[src/rtl/shl_split_pkg.sv]
package shl_split_pkg;

    localparam int unsigned OPND_W = 4;
    localparam int unsigned OPC_W  = 3;

    typedef enum logic [OPC_W-1:0] {
        OPC_SHL   = 3'b001,
        OPC_MERGE = 3'b010
    } opc_e;

    function automatic logic opc_known(input logic [OPC_W-1:0] code);
        return (code == OPC_SHL) || (code == OPC_MERGE);
    endfunction

endpackage

[src/rtl/shl_split_barrel.sv]
module shl_split_barrel #(
    parameter int unsigned W = 4
) (
    input  logic [W-1:0]   val_i,
    input  logic [W-1:0]   amt_i,
    output logic [2*W-1:0] res_o
);
    localparam int unsigned RW = 2 * W;
    localparam int unsigned SB = $clog2(RW);

    logic [RW-1:0] stg [SB+1];
    logic          over;

    assign stg[0] = {{W{1'b0}}, val_i};

    // one mux stage per amount bit, stage s moves by 2**s
    for (genvar s = 0; s < SB; s++) begin : g_stage
        assign stg[s+1] = amt_i[s] ? (stg[s] << (2**s)) : stg[s];
    end

    // amount bits at or above SB push every bit out of the field
    if (W > SB) begin : g_over
        assign over = |amt_i[W-1:SB];
    end else begin : g_no_over
        assign over = 1'b0;
    end

    assign res_o = over ? '0 : stg[SB];


    always_comb begin
        no_new_ones_chk: assert ($countones(res_o) <= $countones(val_i));
    end

endmodule

[src/rtl/shl_split_merge.sv]
module shl_split_merge #(
    parameter int unsigned W = 4
) (
    input  logic [W-1:0] a_i,
    input  logic [W-1:0] b_i,
    output logic [W-1:0] lo_o,
    output logic [W-1:0] hi_o
);
    assign lo_o = {b_i[0], a_i[W-1:1]};
    assign hi_o = {1'b0, b_i[W-1:1]};
endmodule

[src/rtl/shl_split_unit.sv]
module shl_split_unit
    import shl_split_pkg::*;
#(
    parameter int unsigned W = OPND_W
) (
    input  logic             clk_i,
    input  logic             rst_ni,
    input  logic [OPC_W-1:0] op_i,
    input  logic [W-1:0]     a_i,
    input  logic [W-1:0]     b_i,
    output logic [W-1:0]     lo_o,
    output logic [W-1:0]     hi_o,
    output logic             rdy_o,
    output logic             err_o
);
    localparam int unsigned RW = 2 * W;

    typedef struct packed {
        logic [W-1:0] lo;
        logic [W-1:0] hi;
        logic         rdy;
        logic         err;
    } res_t;

    res_t          st_d, st_q;
    logic [RW-1:0] shl_res;
    logic [W-1:0]  mrg_lo, mrg_hi;

    shl_split_barrel #(.W(W)) barrel_i (
        .val_i (a_i),
        .amt_i (b_i),
        .res_o (shl_res)
    );

    shl_split_merge #(.W(W)) merge_i (
        .a_i  (a_i),
        .b_i  (b_i),
        .lo_o (mrg_lo),
        .hi_o (mrg_hi)
    );

    always_comb begin
        st_d     = st_q;
        st_d.err = 1'b0;
        unique case (op_i)
            OPC_SHL: begin
                st_d.lo  = shl_res[W-1:0];
                st_d.hi  = shl_res[RW-1:W];
                st_d.rdy = 1'b1;
            end
            OPC_MERGE: begin
                st_d.lo  = mrg_lo;
                st_d.hi  = mrg_hi;
                st_d.rdy = 1'b1;
            end
            default: begin
                st_d.lo  = '0;
                st_d.rdy = 1'b0;
            end
        endcase
    end

    always_ff @(posedge clk_i or negedge rst_ni) begin
        if (!rst_ni) st_q <= '0;
        else         st_q <= st_d;
    end

    assign lo_o  = st_q.lo;
    assign hi_o  = st_q.hi;
    assign rdy_o = st_q.rdy;
    assign err_o = st_q.err;


    big_amt_zero_chk: assert property (@(posedge clk_i) disable iff (!rst_ni)
        (op_i == OPC_SHL && b_i >= W'(RW)) |=> (lo_o == '0 && hi_o == '0));


    zero_amt_chk: assert property (@(posedge clk_i) disable iff (!rst_ni)
        (op_i == OPC_SHL && b_i == '0) |=> (lo_o == $past(a_i) && hi_o == '0));


    merge_top_clear_chk: assert property (@(posedge clk_i) disable iff (!rst_ni)
        (op_i == OPC_MERGE) |=> (hi_o[W-1] == 1'b0 && lo_o[W-1] == $past(b_i[0])));


    known_flags_chk: assert property (@(posedge clk_i) disable iff (!rst_ni)
        opc_known(op_i) |=> (rdy_o && !err_o));


    unknown_hold_chk: assert property (@(posedge clk_i) disable iff (!rst_ni)
        !opc_known(op_i) |=> (lo_o == '0 && !rdy_o && !err_o && $stable(hi_o)));

endmodule

[config.mk]
export PLATFORM = sky130hd
export DESIGN_NAME = shl_split_unit
export DESIGN_NICKNAME = d
export VERILOG_FILES = /design/src/rtl/shl_split_pkg.sv /design/src/rtl/shl_split_barrel.sv /design/src/rtl/shl_split_merge.sv /design/src/rtl/shl_split_unit.sv
export SDC_FILE = /design/constraint.sdc
export NUM_CORES = 1
export LEC_CHECK = 0
export BUFFER_PORTS_ARGS = -buffer_cell sky130_fd_sc_hd__buf_2
export CELL_PAD_IN_SITES_DETAIL_PLACEMENT = 0
export CELL_PAD_IN_SITES_GLOBAL_PLACEMENT = 1
export CORE_MARGIN = 2
export CORE_UTILIZATION = 33
export DETAILED_ROUTE_END_ITERATION = 7
export PLACE_DENSITY_LB_ADDON = 0.15
export SYNTH_ARGS = -nofsm -noshare
export SYNTH_HDL_FRONTEND = slang
export SYNTH_HIERARCHICAL = 1
export SYNTH_SLANG_ARGS = --single-unit
[constraint.sdc]
create_clock -name clk_i -period 1.1 [get_ports clk_i]
set_clock_uncertainty 0.2 [all_clocks]
set_input_delay 0.165 -clock clk_i [delete_from_list [all_inputs] [get_ports clk_i]]
set_output_delay 0.165 -clock clk_i [all_outputs]
set_load 0.01 [all_outputs]
==> results of run 1 <==
==> final cells by class <==
cell class	count	area, um^2
fillers	229	1090
multi-input cells	60	505
repair buffers	43	324
flip-flops and latches	9	225
well taps	28	35.0
clock buffers	4	26.3
inverters	2	7.51
==> worst max-delay path: cells and delay by family <==
family / cells / cell delay [ns]
buffers and inverters: 1 / 0.10
muxes: 2 / 0.48
AOI/OAI and AO/OA: 2 / 0.40
and+or+nand+nor: 1 / 0.07
==> kinds of logic (layout without fill, tap and decap cells) <==
family,after synthesis,after routing,synth area share [%]
flops,9,9,29.2
compound gates,23,23,25.0
buf+inv,16,49,14.6
mux,6,6,8.93
other cells,2,2,0.974
simple gates,29,29,21.3
==> power breakdown <==
part	internal [mW]	total (mW)	switching, mW
Sequential	0.364	0.390	0.0262
Clock	0.141	0.271	0.130
Combinational	0.238	0.420	0.181
==> worst paths after layout <==
kind / from / end / slack [ns] / cells after the start
hold / removal: rst_ni / hi_o[2] / 0.06 / 2
min in group clk_i: b_i[0] / lo_o[3] / 0.07 / 4
hold reg to reg: hi_o[3] / hi_o[3] / 0.41 / 1
setup / recovery: b_i[1] / hi_o[3] / -0.15 / 6
setup reg to reg: hi_o[1] / hi_o[1] / -0.03 / 3
max in group asynchronous: rst_ni / lo_o[3] / 0.46 / 2
==> per-layer routing <==
metal	wire, um	part of all wire, %	vias to the layer above	GRT usage (%)
met5	0	0	-	0
met4	73	3.6	0	12.0
met3	111	5.4	7	2.57
met2	1070	52	20	30.2
met1	805	39	365	19.2
li1	-	-	366	-
==> placed cells by master (no fill, tap or decap), types with 2 or more instances in the layout <==
cell type	instances
a21oi_1	5
a22oi_1	3
a22oi_2	2
buf_2	16
buf_4	19
buf_6	5
clkbuf_4	3
conb_1	2
dfrtp_1	9
inv_1	2
mux2_4	4
mux2i_4	2
nand2_1	2
nand3b_1	3
nor2_1	13
o221a_2	4
o32a_1	4
==> what timing repair did <==
item                                    4_1_cts  5_1_grt
hold endpoints to repair                      9        0
pin swaps                                     8        4
hold buffers                                  1        0
setup buffers                                 5        1
resized for setup                            19        4
endpoints found under the setup margin       16       15
==> sequential cells by signal, indices dropped and copies added, names as in the netlist <==
signal,flops
rdy_o,1
lo_o,4
hi_o,4
==> impl_metrics.json, run 1 <==
{
  "viasPerCell": 5.19,
  "hp-class": "input pin to async pin",
  "layout-drive-gt1-share_pct": 56.8,
  "status": "finished with violations",
  "end_kind": "flop",
  "p_leak_nw": 0.534,
  "drv_cap": 0,
  "grt_setup_unrepaired": "true",
  "grtUsageTotal_pct": 17.4,
  "core.rowCount": 17,
  "max-vdd-ir-drop_uv": 397,
  "via_count": 758,
  "cellPowerDensity_nw_per_um2": 962,
  "synth_common_cells": "nor2_1 (13), buf_4 (9), dfrtp_1 (9), a21oi_1 (5), a22oi_1 (5)",
  "gp_congestion": 0.830,
  "clockBufferDepth": 2,
  "fin_cells": 146,
  "worstSkewPairLatency_ns": 0.28,
  "worstSetupPathType": "input pin to flop",
  "period_share_pct": 114,
  "drt_pass1_iterations": 4,
  "synth.most_common_cell": "nor2_1",
  "core_region_area_um2": 2210,
  "antenna_found_initial": 0,
  "violations": "negative setup slack",
  "ys_types": 31,
  "drt_wl_total_um": 2060,
  "cp_slowest_stage_delay_ns": 0.32,
  "synth.yosys.warnings": 6,
  "yosysSeqAreaShare_pct": 29.2,
  "stdcell_area_um2": 1120,
  "die_w_um": 52.3,
  "grt_pass1_vias": 745,
  "dpl.cell_count": 135,
  "drc": 0,
  "htree_levels": 1,
  "antenna_cells": 0,
  "placed_area_um2": 942,
  "synthCells": 85,
  "die_area_um2": 2740,
  "layout_setup_ws_ns": -0.149,
  "grt_pass1_wl_um": 3380,
  "slew_violations": 0,
  "ys_ff_latch": 9,
  "root_buffer": "clkbuf_4",
  "wire_per_inst_um": 14.1,
  "grt_max_degree": 11,
  "crit_slowest_cell": "mux2_4",
  "initialDrtViolationCount": 4,
  "worstPathRequired_ns": 1.07,
  "fin_crit_ns": 1.25,
  "arrival_ns": 1.22,
  "synthTopCellsByArea": "dfrtp_1 (29%), buf_4 (8.8%), nor2_1 (6.3%)",
  "portBuffers": 21,
  "finalHoldViolCount": 0,
  "tns_ns": -1.00,
  "overflow": 0,
  "cts.clk_slew.worst_paths_ns": 0.06,
  "final_util_pct": 50.8,
  "async_flop_share_pct": 100,
  "start_kind": "input pin",
  "syn_area_per_cell_um2": 9.07,
  "area_delta_synth_final_pct": 45.8,
  "yosysTopAreaCell": "dfrtp_1",
  "synth_top_area_share_pct": 29.2,
  "setup_viol": 15,
  "io_pins": 23,
  "nets": 132,
  "numCtsBuffers": 3,
  "finalPower_mw": 1.08,
  "start_util_pct": 34.8,
  "syn-num-nets": 98,
  "synthFlopType": "dfrtp_1",
  "cp_max_fo": 4,
  "dp_hpwl_um": 1500,
  "synth_area_um2": 771,
  "fin_hold_ws_ns": 0.0555,
  "tritoncts": "done",
  "ant_nets": 0,
  "die_h_um": 52.3,
  "crit_chain": "buf_8 > mux2_4 > mux2i_4 > nor3b_2 > o32a_1 > o221a_2",
  "synth-edff-count": 0,
  "pre_cts_ws_ns": -0.521,
  "clock_sinks": 9,
  "max_freq_ghz": 0.801
}
Note: power is estimated with default switching activity, not from simulation.
==> inputs of run 2 (changes only) <==
- CORE_UTILIZATION: 33 -> 37
- clock period: 1.1 -> 1.3 ns (I/O delays scaled with it)
==> impl_metrics.json, run 2 (same netlist as run 1, synthesis figures left out) <==
{
  "placed_area_um2": 933,
  "fill_cells": 196,
  "grt_setup_unrepaired": "true",
  "slew_violations": 0,
  "startpoint": "b_i[1]",
  "io_pins": 23,
  "core_region_area_um2": 1960,
  "clock_sinks": 9,
  "r2r-start": "hi_o[0]",
  "root_buffer": "clkbuf_4",
  "drt_pass1_iterations": 3,
  "layout_setup_ws_ns": 0.0194,
  "grt_pass1_vias": 653,
  "antenna_found_initial": 0,
  "viasPerCell": 5.12,
  "grt_max_degree": 14,
  "gp_congestion": 0.837,
  "top_usage_layer": "met2",
  "numCtsBuffers": 3,
  "clockBufferDepth": 2,
  "pre_cts_ws_ns": -0.355,
  "setup_viol": 0,
  "grtUsageTotal_pct": 16.3,
  "hp-class": "input pin to flop",
  "tns_ns": 0,
  "r2r_slack_ns": 0.18,
  "initialDrtViolationCount": 6,
  "antenna_cells": 0,
  "start_kind": "input pin",
  "cp_max_fo": 4,
  "finalPower_mw": 0.846,
  "dp_hpwl_um": 1450,
  "fin_crit_ns": 1.28,
  "end_kind": "flop",
  "max_freq_ghz": 0.781,
  "die_area_um2": 2460,
  "worstPathRequired_ns": 1.26,
  "portBuffers": 21,
  "grtUsageMet2_pct": 27.6,
  "cellPowerDensity_nw_per_um2": 834,
  "overflow": 0,
  "grt_util_met1_pct": 18.6,
  "fin_hold_ws_ns": 0.0521,
  "wire_per_inst_um": 13.1,
  "die_w_um": 49.6,
  "die_h_um": 49.6,
  "p_leak_nw": 0.489,
  "drv_cap": 0,
  "r2r_end": "hi_o[0]",
  "cts.clk_slew.worst_paths_ns": 0.06,
  "worstSkewPairLatency_ns": 0.27,
  "final_cell_mix": "buf_2 (18), buf_4 (14), nor2_1 (13), dfrtp_1 (9), a21oi_1 (5)",
  "crit_path_end": "hi_o[3]",
  "start_util_pct": 39.3,
  "arrival_ns": 1.24,
  "finalHoldViolCount": 0,
  "max-vdd-ir-drop_uv": 372,
  "tritoncts": "done",
  "core.rowCount": 16,
  "period_share_pct": 98.5,
  "grt_pass1_wl_um": 2990,
  "via_count": 707,
  "htree_levels": 1,
  "layout-drive-gt1-share_pct": 50.5,
  "worstSetupPathType": "input pin to flop",
  "final_common_cell": "buf_2",
  "use_met3_pct": 3.33,
  "status": "complete, no violations",
  "stdcell_area_um2": 1010,
  "drc": 0,
  "ant_nets": 0,
  "nets": 125,
  "reg2reg_depth": 3,
  "area_delta_synth_final_pct": 31.7,
  "drt_wl_total_um": 1810
}
## run 2: critical path: stages
cell     delay, ns
buf_8         0.10
mux2_4        0.31
mux2i_4       0.17
nor3b_2       0.06
o32a_1        0.28
o221a_2       0.12
## run 2: area by class of cell
type	instances	area, um^2	share of cell area [%]
clock buffer	4	26.3	2.59
inverter	2	7.51	0.740
multi-input combinational	60	479	47.2
sequential	9	225	22.2
tap	27	33.8	3.33
timing repair buffer	36	243	23.9
## run 2: routing by layer
layer	vias up	wire [um]
li1	354	-
met1	330	778
met2	17	901
met3	6	69
met4	0	56
met5	-	0
## run 2: what timing repair did
action / 4_1_cts / 5_1_grt
setup buffers: 0 / 0
pin swaps: 0 / 6
endpoints found under the hold margin: 9 / 0
hold buffers: 1 / 0
resized for setup: 3 / 8
endpoints found under the setup margin: 4 / 5
## run 2: how the worst min path moves through the flow
stage | from | to | slack, ns | cells after the start
2_1_floorplan | rst_ni | hi_o[0] | -0.30 | 0
3_3_place_gp | rst_ni | rdy_o | -0.15 | 1
3_5_place_dp | rst_ni | rdy_o | -0.15 | 1
4_1_cts | op_i[2] | lo_o[2] | 0.06 | 2
5_1_grt | op_i[2] | lo_o[3] | 0.06 | 2
6_report | op_i[2] | lo_o[3] | 0.05 | 2
## run 2: where the power goes
part / switching, mW / internal [mW] / total [mW]
Sequential: 0.0257 / 0.308 / 0.334
Clock: 0.0991 / 0.118 / 0.217
Combinational: 0.134 / 0.161 / 0.295
## run 2: stage by stage
stage          cells  utilization, %
6_report         138            51.7
5_1_grt          138            51.7
4_1_cts          138            49.9
3_5_place_dp     133            47.6
3_3_place_gp     133            47.6
2_1_floorplan     85               -
